**config.mk**
```make
export PLATFORM = sky130hd
export DESIGN_NAME = ind_add_sequencer
export DESIGN_NICKNAME = d
export VERILOG_FILES = /design/src/rtl/ind_add_seq_pkg.sv /design/src/rtl/seq_step_counter.sv /design/src/rtl/seq_word_decoder.sv /design/src/rtl/gpr_enable_decoder.sv /design/src/rtl/ind_add_sequencer.sv
export SDC_FILE = /design/constraint.sdc
export NUM_CORES = 1
export LEC_CHECK = 0
export ABC_CLOCK_PERIOD_IN_PS = 1500
export BUFFER_PORTS_ARGS = -buffer_cell sky130_fd_sc_hd__buf_2
export CAP_MARGIN = 20
export CORE_MARGIN = 3
export CORE_UTILIZATION = 35
export DETAILED_ROUTE_END_ITERATION = 10
export PLACE_DENSITY = 0.73
export SLEW_MARGIN = 20
export SYNTH_ARGS = -nofsm -noshare
export SYNTH_HDL_FRONTEND = slang
export SYNTH_SLANG_ARGS = --single-unit
```
**constraint.sdc**
```tcl
create_clock -name clk -period 1.5 [get_ports clk]
set_input_delay 0.225 -clock clk [delete_from_list [all_inputs] [get_ports clk]]
set_output_delay 0.225 -clock clk [all_outputs]
set_load 0.01 [all_outputs]
```
**src/rtl/ind_add_seq_pkg.sv**
```systemverilog
`timescale 1ns/1ps
package ind_add_seq_pkg;

   localparam int NUM_STEPS = 6;
   localparam int STEP_W    = $clog2(NUM_STEPS);

   localparam logic [STEP_W-1:0] ST_FETCH  = STEP_W'(0);
   localparam logic [STEP_W-1:0] ST_PCUPD  = STEP_W'(1);
   localparam logic [STEP_W-1:0] ST_OPADDR = STEP_W'(2);
   localparam logic [STEP_W-1:0] ST_LOADY  = STEP_W'(3);
   localparam logic [STEP_W-1:0] ST_SUM    = STEP_W'(4);
   localparam logic [STEP_W-1:0] ST_WBACK  = STEP_W'(5);

   typedef struct packed {
      logic pc_out;
      logic pc_in;
      logic mar_in;
      logic mdr_out;
      logic y_in;
      logic y_clr;
      logic z_in;
      logic z_out;
      logic mem_rd;
      logic alu_add;
      logic cin_set;
      logic wait_mem;
      logic end_step;
      logic src_out;
      logic dst_out;
      logic dst_in;
   } ctl_word_t;

endpackage

```
**src/rtl/seq_step_counter.sv**
```systemverilog
`timescale 1ns/1ps
module seq_step_counter
   import ind_add_seq_pkg::*;
#(
   parameter int STEPS = NUM_STEPS
) (
   input  logic              clk,
   input  logic              rst,
   input  logic              hold,
   input  logic              last,
   output logic [STEP_W-1:0] step,
   output logic              armed
);

   localparam logic [STEP_W-1:0] FIRST = '0;

   if (STEPS != NUM_STEPS) begin : g_bad_steps
      $error("seq_step_counter: STEPS must equal the package step count");
   end

   logic [STEP_W-1:0] step_q;
   logic              armed_q;

   always_ff @(posedge clk) begin
      if (rst) begin
         step_q  <= FIRST;
         armed_q <= 1'b0;
      end else if (!armed_q) begin
         armed_q <= 1'b1;
      end else if (last) begin
         step_q  <= FIRST;
      end else if (!hold) begin
         step_q  <= step_q + STEP_W'(1);
      end
   end

   assign step  = step_q;
   assign armed = armed_q;


   hold_keeps_step_chk: assert property (@(posedge clk) disable iff (rst)
      (armed_q && hold && !last) |=> (step_q == $past(step_q)));


   advance_step_chk: assert property (@(posedge clk) disable iff (rst)
      (armed_q && !hold && !last) |=> (step_q == $past(step_q) + STEP_W'(1)));


   wrap_to_first_chk: assert property (@(posedge clk) disable iff (rst)
      (armed_q && last) |=> (step_q == FIRST));

endmodule

```
**src/rtl/seq_word_decoder.sv**
```systemverilog
`timescale 1ns/1ps
module seq_word_decoder
   import ind_add_seq_pkg::*;
(
   input  logic [STEP_W-1:0] step,
   input  logic              armed,
   output ctl_word_t         word
);

   always_comb begin
      word = '0;
      if (armed) begin
         case (step)
            ST_FETCH: begin
               word.pc_out  = 1'b1;
               word.mar_in  = 1'b1;
               word.mem_rd  = 1'b1;
               word.y_clr   = 1'b1;
               word.cin_set = 1'b1;
               word.alu_add = 1'b1;
               word.z_in    = 1'b1;
            end
            ST_PCUPD: begin
               word.z_out    = 1'b1;
               word.pc_in    = 1'b1;
               word.wait_mem = 1'b1;
            end
            ST_OPADDR: begin
               word.src_out = 1'b1;
               word.mar_in  = 1'b1;
               word.mem_rd  = 1'b1;
            end
            ST_LOADY: begin
               word.dst_out  = 1'b1;
               word.y_in     = 1'b1;
               word.wait_mem = 1'b1;
            end
            ST_SUM: begin
               word.mdr_out = 1'b1;
               word.alu_add = 1'b1;
               word.z_in    = 1'b1;
            end
            ST_WBACK: begin
               word.z_out    = 1'b1;
               word.dst_in   = 1'b1;
               word.end_step = 1'b1;
            end
            default: word = '0;
         endcase
      end
   end

endmodule

```
**src/rtl/gpr_enable_decoder.sv**
```systemverilog
`timescale 1ns/1ps
module gpr_enable_decoder #(
   parameter int NUM_REGS = 8,
   localparam int IDX_W   = $clog2(NUM_REGS)
) (
   input  logic [IDX_W-1:0]    idx,
   input  logic                en,
   output logic [NUM_REGS-1:0] onehot
);

   if (NUM_REGS < 2 || (1 << IDX_W) != NUM_REGS) begin : g_bad_regs
      $error("gpr_enable_decoder: NUM_REGS must be a power of two, at least 2");
   end

   for (genvar i = 0; i < NUM_REGS; i++) begin : g_bit
      assign onehot[i] = en && (idx == IDX_W'(i));
   end

endmodule

```
**src/rtl/ind_add_sequencer.sv**
```systemverilog
`timescale 1ns/1ps
module ind_add_sequencer
   import ind_add_seq_pkg::*;
#(
   parameter int NUM_REGS = 8,
   localparam int IDX_W   = $clog2(NUM_REGS)
) (
   input  logic                clk,
   input  logic                rst,
   input  logic                mem_done,
   input  logic [IDX_W-1:0]    src_idx,
   input  logic [IDX_W-1:0]    dst_idx,
   output logic                pc_out,
   output logic                pc_in,
   output logic                mar_in,
   output logic                mdr_out,
   output logic                y_in,
   output logic                y_clr,
   output logic                z_in,
   output logic                z_out,
   output logic                mem_rd,
   output logic                alu_add,
   output logic                cin_set,
   output logic                wait_mem,
   output logic                end_step,
   output logic [NUM_REGS-1:0] gpr_out,
   output logic [NUM_REGS-1:0] gpr_in,
   output logic                instr_done
);

   if (NUM_REGS > 64) begin : g_too_many_regs
      $error("ind_add_sequencer: NUM_REGS above 64 is not supported");
   end

   logic [STEP_W-1:0]   step;
   logic                armed;
   ctl_word_t           word;
   logic                hold;
   logic [NUM_REGS-1:0] src_drv;
   logic [NUM_REGS-1:0] dst_drv;
   logic                done_q;

   assign hold = word.wait_mem && !mem_done;

   seq_step_counter #(.STEPS(NUM_STEPS)) u_counter (
      .clk   (clk),
      .rst   (rst),
      .hold  (hold),
      .last  (word.end_step),
      .step  (step),
      .armed (armed)
   );

   seq_word_decoder u_decode (
      .step  (step),
      .armed (armed),
      .word  (word)
   );

   gpr_enable_decoder #(.NUM_REGS(NUM_REGS)) u_src_out (
      .idx    (src_idx),
      .en     (word.src_out),
      .onehot (src_drv)
   );

   gpr_enable_decoder #(.NUM_REGS(NUM_REGS)) u_dst_out (
      .idx    (dst_idx),
      .en     (word.dst_out),
      .onehot (dst_drv)
   );

   gpr_enable_decoder #(.NUM_REGS(NUM_REGS)) u_dst_in (
      .idx    (dst_idx),
      .en     (word.dst_in),
      .onehot (gpr_in)
   );

   always_ff @(posedge clk) begin
      if (rst) done_q <= 1'b0;
      else     done_q <= word.end_step;
   end

   assign gpr_out    = src_drv | dst_drv;
   assign pc_out     = word.pc_out;
   assign pc_in      = word.pc_in;
   assign mar_in     = word.mar_in;
   assign mdr_out    = word.mdr_out;
   assign y_in       = word.y_in;
   assign y_clr      = word.y_clr;
   assign z_in       = word.z_in;
   assign z_out      = word.z_out;
   assign mem_rd     = word.mem_rd;
   assign alu_add    = word.alu_add;
   assign cin_set    = word.cin_set;
   assign wait_mem   = word.wait_mem;
   assign end_step   = word.end_step;
   assign instr_done = done_q;


   single_bus_driver_chk: assert property (@(posedge clk) disable iff (rst)
      $onehot0({pc_out, mdr_out, z_out, gpr_out}));


   done_after_end_chk: assert property (@(posedge clk) disable iff (rst)
      end_step |=> instr_done);


   done_single_pulse_chk: assert property (@(posedge clk) disable iff (rst)
      instr_done |=> !instr_done);


   held_word_stable_chk: assert property (@(posedge clk) disable iff (rst)
      (wait_mem && !mem_done) |=> ($stable({pc_in, y_in, z_out, wait_mem}) && wait_mem));


   reset_quiet_chk: assert property (@(posedge clk)
      rst |=> ({pc_out, mar_in, mem_rd, z_in, gpr_out, gpr_in, instr_done} == '0));

endmodule

```
==> impl_summary.md <==
Status
The run finished, with violations left. The checks that failed: setup timing.

Place
The number of buffers added on ports is 38. Summed over all nets, the half-perimeter wirelength after detailed placement is 1.437 mm. Routability-driven placement finished with a final weighted congestion of 0.8195.

The setup slack after placement is -0.1048 ns.

CTS
The insertion delay of the later-clocked pin in the worst-skew pair is 0.24 ns. The number of H-tree branching levels is 1. The largest buffer count on any clock path is 2. The CTS clock-pin slew for the worst setup and hold paths is 0.04 ns. The number of hold buffers added after cts is 0. The number of clock sinks seen by CTS is 5. The tree is rooted in a sky130_fd_sc_hd__clkbuf_4.

Clock tree synthesis inserted a total of 3 buffers. The CTS tree is yes.

Timing
The final cycle utilization of the critical path is 119.6%. The transition time at the pin with the least slew margin is 0.2881 ns. The sum of negative setup slack is -4.686 ns. Across the routed clock network, the largest skew measured is 0.001229 ns. For this run, the top clock speed supported by timing is 557.4 MHz.

The number of pins exceeding their max-slew limit in the final report is 0. Setup violations remaining at the end of the flow were counted as 28. The post-route worst hold slack is 0.1926 ns.

After layout, the worst setup slack is -0.2941 ns. The shortest clock period the worst path allows after layout is 1.794 ns. In this run the tightest slew margin relative to its limit is 80.79%. Setup repair after global routing could not meet its margin everywhere. The number of failing hold endpoints at the final stage is 0.

Critical path
The worst setup path is of the flip-flop to primary output kind. The capturing element type of the critical path is a primary output. The required time of the critical path is 1.27 ns. The critical path arrival is 1.57 ns. STA classifies the critical path startpoint as a flip-flop. In this run the worst path has a maximum fanout of 6.

Synthesis
Ranked by total cell area, the synthesized netlist is headed by sky130_fd_sc_hd__dfxtp_1, sky130_fd_sc_hd__ha_1, sky130_fd_sc_hd__inv_1, sky130_fd_sc_hd__nor3_1, sky130_fd_sc_hd__buf_4. The async set-or-reset flop fraction in the synthesized netlist is 0%. The mapped netlist covers 551.8 um^2. The total nets after synthesis is 95. Synthesis instantiated 23 different standard cells from the library. The number of synthesized register bits is 5.

The library cell occupying the most area in the post-synthesis netlist is sky130_fd_sc_hd__dfxtp_1. The count of flip-flops with a built-in enable after synthesis is 0. In the synthesized netlist the dominant register cell turns out to be sky130_fd_sc_hd__dfxtp_1. The area share of the largest cell type after synthesis is 18.14%. The number of synthesis warnings is 0. In the synthesized netlist, the number of instances is 81. For this run, the register share of the synthesized area comes to 18.14%.

In this run the mean area of a mapped cell was 6.812 um^2.

Floorplan
The initial utilization of the core area, before any placement, comes to 39.91%. The floorplan step set the die height to 45.71 um. The region available for standard cell placement spans 1383 um^2. The floorplan step defined a die boundary enclosing 2089 um^2. The count of standard-cell rows is 13. The top-level port count is 39. The die is 45.71 um wide.

Routing
The ratio of routed vias to standard cells is 5.517. The final route contains 811 vias. The remaining antenna violation count after routing is 0. In the final routed layout, each cell accounts on average for 15.37 um. After the first detailed-routing iteration, the DRC count stood at 22. The count of TritonRoute iterations in the first routing pass is 4.

The sum of routed wire length over all layers is 2.260 mm. For this run, design rule violations remaining after detail routing come to 0.

GRT
The total overflow left after global routing is 0. The via count of the first global-routing pass is 724. Entering global routing, the biggest net connects 12 pins. The global router's overall resource usage is 20.32%. The number of antenna violations at the first check in global routing is 0. The wire length of the first global-routing pass is 3.139 mm.

Pwr
Sequential cells account for 27.2% of the total power. The combinational power share is 44.1%. The switching power as a share of total power is 35.36%.

The relative contribution of the clock network to total power is 28.8%. Summed over all nets, the switching power comes to 0.1923 mW. The internal power of the cells totals 0.3515 mW. The worst-case vdd ir drop is 382.1 uV. For this design the static power due to leakage is 0.5412 nW. Power spread over the standard cell area amounts to 499.5 nW/um^2.

Layout
The number of antenna diodes in the final layout is 0. The net total in the final layout is 147. The share of layout cells above drive strength 1 is 68.18%.

Compared with the post-synthesis result, the final layout area differs by 97.28%. Once layout is complete, the utilization of the core stands at 78.73%. After filler insertion, the fill cell instance count of the layout stands at 95.

Min path
The class of the tightest hold or removal check is input pin to flip-flop.

Job
The max-cap violation count is 0.
stage by stage:
| stage | instance area, um^2 | total power [mW] | cells |
|---|---|---|---|
| finish | 1089 | 0.5438 | 147 |
| global route | 1089 | 0.5701 | 147 |
| CTS | 967.2 | 0.5058 | 143 |
| detailed placement | 802.0 | 0.3030 | 137 |
| global placement | 802.0 | 0.2978 | 137 |
| floorplan | 560.5 | 0.2440 | 81 |
repair_timing:
item | 4_1_cts | 5_1_grt
resized for setup | 25 | 26
pin swaps | 11 | 8
setup endpoints to repair | 27 | 28
cloned | 0 | 1
buffers inserted | 2 | 4
flip-flops by register name (all words and copies together), names as in the netlist:
register         flops
instr_done           1
u_counter.armed      1
u_counter.step       3
routing by layer:
metal / GRT usage [%] / wire length, um / up-vias
li1: - / - / 389
met1: 24.88 / 896 / 377
met2: 35.93 / 1180 / 41
met3: 1.976 / 155 / 4
met4: 7.955 / 28 / 0
met5: 0 / 0 / -
worst paths after layout:
path,start,end,slack (ns),depth (start not counted)
worst max register to register,u_counter.step[1],u_counter.step[2],-0.29,7
worst min register to register,u_counter.step[0],u_counter.step[0],0.64,3
worst max-delay path,u_counter.step[1],gpr_in[0],-0.29,7
worst min-delay path,rst,u_counter.step[2],0.19,2
layout by cell type, fill, tap and decap left out, drive strengths merged, types with 3 or more instances in the layout:
master,count
nor2,5
inv,12
nor3,7
buf,54
nand2b,3
o21ai,4
a21oi,4
o32ai,3
clkbuf,4
dfxtp,5
nand2,8
o22ai,3
ha,5
nand4,4
cell type report:
type | instances | area (um^2) | share of cell area [%]
clock buffer | 4 | 26.28 | 2.414
inverter | 12 | 50.05 | 4.598
tap | 15 | 18.77 | 1.724
timing repair buffer | 54 | 344.1 | 31.61
sequential | 5 | 106.4 | 9.770
multi-input combinational | 57 | 543.0 | 49.89
cells in the mapped netlist (2+ instances only):
| cell type | count |
|---|---|
| sky130_fd_sc_hd__nor4_1 | 2 |
| sky130_fd_sc_hd__o31ai_1 | 2 |
| sky130_fd_sc_hd__clkbuf_1 | 2 |
| sky130_fd_sc_hd__buf_4 | 4 |
| sky130_fd_sc_hd__nor2_1 | 5 |
| sky130_fd_sc_hd__dfxtp_1 | 5 |
| sky130_fd_sc_hd__o32ai_1 | 3 |
| sky130_fd_sc_hd__nor3_1 | 7 |
| sky130_fd_sc_hd__nand4_1 | 4 |
| sky130_fd_sc_hd__o22ai_1 | 3 |
| sky130_fd_sc_hd__o21ai_0 | 4 |
| sky130_fd_sc_hd__ha_1 | 5 |
| sky130_fd_sc_hd__or4_1 | 2 |
| sky130_fd_sc_hd__nand2_1 | 8 |
| sky130_fd_sc_hd__inv_1 | 12 |
| sky130_fd_sc_hd__nand2b_1 | 3 |
| sky130_fd_sc_hd__or2b_2 | 2 |
| sky130_fd_sc_hd__a21oi_1 | 3 |
cells by family after synthesis:
logic type	share of synthesized area (%)
DFF	18.14
AOI/OAI and AO/OA	20.41
buffers and inverters	15.87
adders and majority gates	11.34
and+or+nand+nor	34.24
power by group through the flow:
stage	sequential, mW	combinational, mW	clock (mW)
floorplan	0.146	0.0976	0
global placement	0.146	0.152	0
detailed placement	0.146	0.157	0
CTS	0.147	0.199	0.159
global route	0.148	0.260	0.162
finish	0.148	0.240	0.156
critical path, stage by stage (launching register included):
cell and delay [ns]:
sky130_fd_sc_hd__dfxtp_4 0.35, sky130_fd_sc_hd__buf_4 0.14, sky130_fd_sc_hd__inv_4 0.06, sky130_fd_sc_hd__ha_4 0.16, sky130_fd_sc_hd__nand3_2 0.12, sky130_fd_sc_hd__buf_6 0.16, sky130_fd_sc_hd__nor4_1 0.15, sky130_fd_sc_hd__buf_2 0.18
No activity file was read; power rests on OpenSTA's default activity.
